File: src/rtl/mini_risc_core.sv
module mini_risc_core #(
  parameter int IAW = 10
) (
  input  logic           clk,
  input  logic           rst,
  output logic [IAW-1:0] imem_addr,
  input  logic [31:0]    imem_data,
  output logic [31:0]    dmem_addr,
  output logic [31:0]    dmem_wdata,
  output logic           dmem_we,
  input  logic [31:0]    dmem_rdata
);
  localparam logic [5:0] OP_RTYPE = 6'h00;
  localparam logic [5:0] OP_JUMP  = 6'h02;
  localparam logic [5:0] OP_BEQ   = 6'h04;
  localparam logic [5:0] OP_BNE   = 6'h05;
  localparam logic [5:0] OP_LOAD  = 6'h23;
  localparam logic [5:0] OP_STORE = 6'h2B;
  localparam logic [5:0] FN_JR    = 6'h08;
  localparam logic [5:0] FN_ADD   = 6'h20;
  localparam logic [5:0] FN_SUB   = 6'h22;
  localparam logic [5:0] FN_SLT   = 6'h2A;

  logic [31:0] pc, pc_next, pc_seq;
  logic [31:0] regs [0:31];
  logic [31:0] rs_val, rt_val, wr_data, imm_sx;
  logic [4:0]  wr_idx;
  logic        wr_en;

  wire [5:0] op    = imem_data[31:26];
  wire [4:0] rs    = imem_data[25:21];
  wire [4:0] rt    = imem_data[20:16];
  wire [4:0] rd    = imem_data[15:11];
  wire [5:0] funct = imem_data[5:0];

  assign imm_sx = {{16{imem_data[15]}}, imem_data[15:0]};
  assign rs_val = (rs == 5'd0) ? 32'd0 : regs[rs];
  assign rt_val = (rt == 5'd0) ? 32'd0 : regs[rt];
  assign pc_seq = pc + 32'd4;

  assign imem_addr  = pc[IAW+1:2];
  assign dmem_addr  = rs_val + imm_sx;
  assign dmem_wdata = rt_val;
  assign dmem_we    = (op == OP_STORE);

  always_comb begin
    wr_en   = 1'b0;
    wr_idx  = rd;
    wr_data = 32'd0;
    pc_next = pc_seq;
    case (op)
      OP_RTYPE: case (funct)
        FN_ADD: begin wr_en = 1'b1; wr_data = rs_val + rt_val; end
        FN_SUB: begin wr_en = 1'b1; wr_data = rs_val - rt_val; end
        FN_SLT: begin wr_en = 1'b1; wr_data = {31'd0, $signed(rs_val) < $signed(rt_val)}; end
        FN_JR:  pc_next = rs_val;
        default: ;
      endcase
      OP_LOAD: begin wr_en = 1'b1; wr_idx = rt; wr_data = dmem_rdata; end
      OP_BEQ:  if (rs_val == rt_val) pc_next = pc_seq + {imm_sx[29:0], 2'b00};
      OP_BNE:  if (rs_val != rt_val) pc_next = pc_seq + {imm_sx[29:0], 2'b00};
      OP_JUMP: pc_next = {pc[31:28], imem_data[25:0], 2'b00};
      default: ;
    endcase
  end

  always_ff @(posedge clk) begin
    if (rst) begin
      pc <= 32'd0;
      for (int i = 0; i < 32; i++) regs[i] <= 32'd0;
    end else begin
      pc <= pc_next;
      if (wr_en && wr_idx != 5'd0) regs[wr_idx] <= wr_data;
    end
  end
endmodule

File: config.mk
export PLATFORM = sky130hd
export DESIGN_NAME = mini_risc_core
export DESIGN_NICKNAME = d
export VERILOG_FILES = /design/src/rtl/mini_risc_core.sv
export SDC_FILE = /design/constraint.sdc
export NUM_CORES = 2
export LEC_CHECK = 0
export ABC_CLOCK_PERIOD_IN_PS = 9400
export BUFFER_PORTS_ARGS = -buffer_cell sky130_fd_sc_hd__clkbuf_2
export CORE_UTILIZATION = 57
export DETAILED_ROUTE_END_ITERATION = 7
export GPL_ROUTABILITY_DRIVEN = 0
export MAX_ROUTING_LAYER = met4
export PLACE_DENSITY_LB_ADDON = 0.15
export SLEW_MARGIN = 30
export SYNTH_ARGS = -nofsm -noshare
export SYNTH_HDL_FRONTEND = slang
export SYNTH_SLANG_ARGS = --single-unit
File: constraint.sdc
create_clock -name clk -period 9.4 [get_ports clk]
set_input_delay 1.88 -clock clk [delete_from_list [all_inputs] [get_ports clk]]
set_output_delay 1.88 -clock clk [all_outputs]
set_load 0.01 [all_outputs]
==> flow_summary.json <==
{
  "postRouteAntennaNets": 0,
  "multi_input_area_um2": 25900,
  "yosys_warnings": 0,
  "tightest_slew_ps": 1120,
  "grt.overflow.total": 0,
  "critPathMaxFanout": 15,
  "layout_min_cycle_time_ps": 9280,
  "cts_setup_buffers": 0,
  "fillers": 7529,
  "row_count": 116,
  "place_area_um2": 61300,
  "crit_type": "input pin to output pin",
  "power_w": 0.0116,
  "hold_class": "flop to flop",
  "clock_latency_ps": 720,
  "antenna_found_initial": 6,
  "h-tree-depth": 3,
  "dpl.cell_count": 5706,
  "grt_pass1_wl_mm": 287,
  "status": "completed",
  "report.final.slew_viol_count": 0,
  "die_area_um2": 104000,
  "dp_hpwl_mm": 128,
  "dr.pass1.iters": 8,
  "synth_top_area_share_pct": 52.7,
  "cts_tree": "built",
  "synth-edff-count": 1024,
  "clkSinkCount": 1034,
  "cp-start-kind": "input pin",
  "grt_start_max_net_pins": 84,
  "async_flop_share_pct": 0,
  "rsz0062_at_grt": "no",
  "die_x_um": 322,
  "cts_root_buf": "clkbuf_16",
  "setup_viol": 0,
  "finalCritPeriodShare_pct": 98.7,
  "relSlewSlack_pct": 25.5,
  "final_area_um2": 64900,
  "holdBufCountCts": 0,
  "crit_arrival_ps": 7400,
  "cts_resized": 0,
  "finalSetupTns_ps": 0,
  "postLayoutSetupSlackWorst_ps": 124,
  "netlist_area_um2": 58300,
  "wl_per_cell_um": 34.5,
  "power_density_nw_per_um2": 178,
  "ioPinCount": 141,
  "layoutNonFillerInstCount": 5916,
  "synth_cell_types": 77,
  "path_clk_slew_ps": 70,
  "numCtsBuffers": 109,
  "synth_cells": 4391,
  "cap_violations": 0,
  "drive_above_1_share_pct": 26.4,
  "core_area_um2": 101000,
  "required_ps": 7520,
  "track_usage_pct": 40.8,
  "clock.fmax_mhz": 108,
  "synth_area_leader_cell": "edfxtp_1",
  "start_util_pct": 57.9,
  "synthFlopType": "edfxtp_1",
  "power_leakage_nw": 23.0,
  "syn_area_per_cell_um2": 13.3,
  "dr_total_vias": 42300,
  "ys_seq_elements": 1034,
  "area_delta_synth_final_pct": 11.3,
  "seq_area_um2": 30900,
  "cts.path.max_buffers": 3,
  "ys_seq_area_share_pct": 53.1,
  "post-place-ws_ps": 312,
  "drt_iter0_markers": 6462,
  "hold_viol_final": 0,
  "drc_errors": 0,
  "finalWirelength_mm": 204,
  "endpoint_kind": "output pin",
  "grt_pass1_vias": 40600,
  "ir_drop_mv": 0.152,
  "finClkSkew_ps": 25.2,
  "dieHeight_um": 322,
  "portBuffers": 140,
  "layout.nets": 4634,
  "viasPerCell": 7.16,
  "ys_top_cells_by_area": "edfxtp_1 (53%), mux4_2 (21%), nor2_1 (7.1%)"
}
[through the flow]
stage,hold WS (ps),util [%]
4_1_cts,647,64.4
2_1_floorplan,603,-
3_3_place_gp,644,60.8
6_report,660,64.4
3_5_place_dp,632,60.8
5_1_grt,690,64.4
[report_power, final]
group	internal (W)	total, W	switching, W
sequential	0.00518	0.00525	0.0000675
clock	0.00247	0.00435	0.00188
combinational	0.000733	0.00196	0.00123
[Yosys cell counts (all sizes together), types with 16 or more instances]
cell type     n
o22ai        30
nand3        28
buf          83
clkbuf      335
mux2         47
a22oi        27
a21o         71
xnor2        59
a21oi       130
o221ai       27
a211oi       17
ha          103
o21ai        55
nor3         42
inv          80
mux2i       105
xor2         16
nor2       1107
a211o        18
nand2       122
a221oi       29
edfxtp     1024
nand2b       78
mux4        540
[cell type report]
| cell class | count | area share, % |
|---|---|---|
| diodes | 6 | 0.0231 |
| clock buffers | 129 | 4.32 |
| clock inverters | 74 | 1.17 |
| inverters | 81 | 0.469 |
| multi-input cells | 2889 | 39.9 |
| flip-flops and latches | 1034 | 47.7 |
| well taps | 1357 | 2.62 |
| repair buffers | 346 | 3.80 |
[metal layers]
layer / track usage [%] / vias up / part of all wire [%]
met5: - / - / 0
met4: 20.5 / 0 / 5.8
met3: 12.3 / 646 / 15
met2: 58.0 / 3586 / 44
met1: 53.6 / 21200 / 35
li1: - / 16900 / -
[critical path: stages]
cell	delay (ps)
buf_4	210
or3_2	740
o22ai_1	250
a221oi_1	70
nor2_1	190
a21oi_1	70
nor2_1	820
ha_1	460
o21a_1	150
o2111ai_1	220
o211ai_1	170
o2111ai_1	250
buf_4	170
a311oi_1	90
nor4b_1	460
buf_4	220
o31ai_1	70
a21oi_1	270
o21ai_0	130
a21oi_1	190
xnor2_1	140
clkbuf_2	150
[state kept, by name, summed over array words and instances, names as in the netlist]
register / flops
pc: 10
regs: 1024
[final timing paths]
path	from	to	slack [ps]	cells past startpoint
max	imem_data[23]	dmem_addr[30]	120	22
min	pc[2]	pc[2]	660	3
max reg2reg	regs[14][0]	regs[20][26]	3070	21
min reg2reg	pc[2]	pc[2]	660	3
[logic make-up after synthesis]
| group | after synthesis | share of synthesized area [%] |
|---|---|---|
| other | 1 | 0.00643 |
| AND/OR/NAND/NOR | 1460 | 10.3 |
| AO/OA/AOI/OAI | 521 | 6.16 |
| XOR/XNOR | 75 | 1.13 |
| buffers and inverters | 499 | 3.34 |
| multiplexers | 692 | 23.6 |
| flip-flops | 1034 | 53.1 |
| adder cells (fa/ha/maj) | 109 | 2.38 |
[cell usage in the layout, fill, tap and decap left out, drive strengths merged, types with 16 or more instances in the layout]
master  instances
o22ai          30
o21ai          55
nand3          28
a22oi          27
a21o           71
edfxtp       1024
xor2           16
a21oi         130
mux4          540
inv            82
clkbuf        259
nand2b         78
nor2         1107
mux2           47
buf           216
a221oi         29
o221ai         27
nand2         122
clkinv         55
conb           32
nor3           42
xnor2          59
a211oi         17
a211o          18
mux2i         105
ha            103
(Power assumes the default switching activity.)
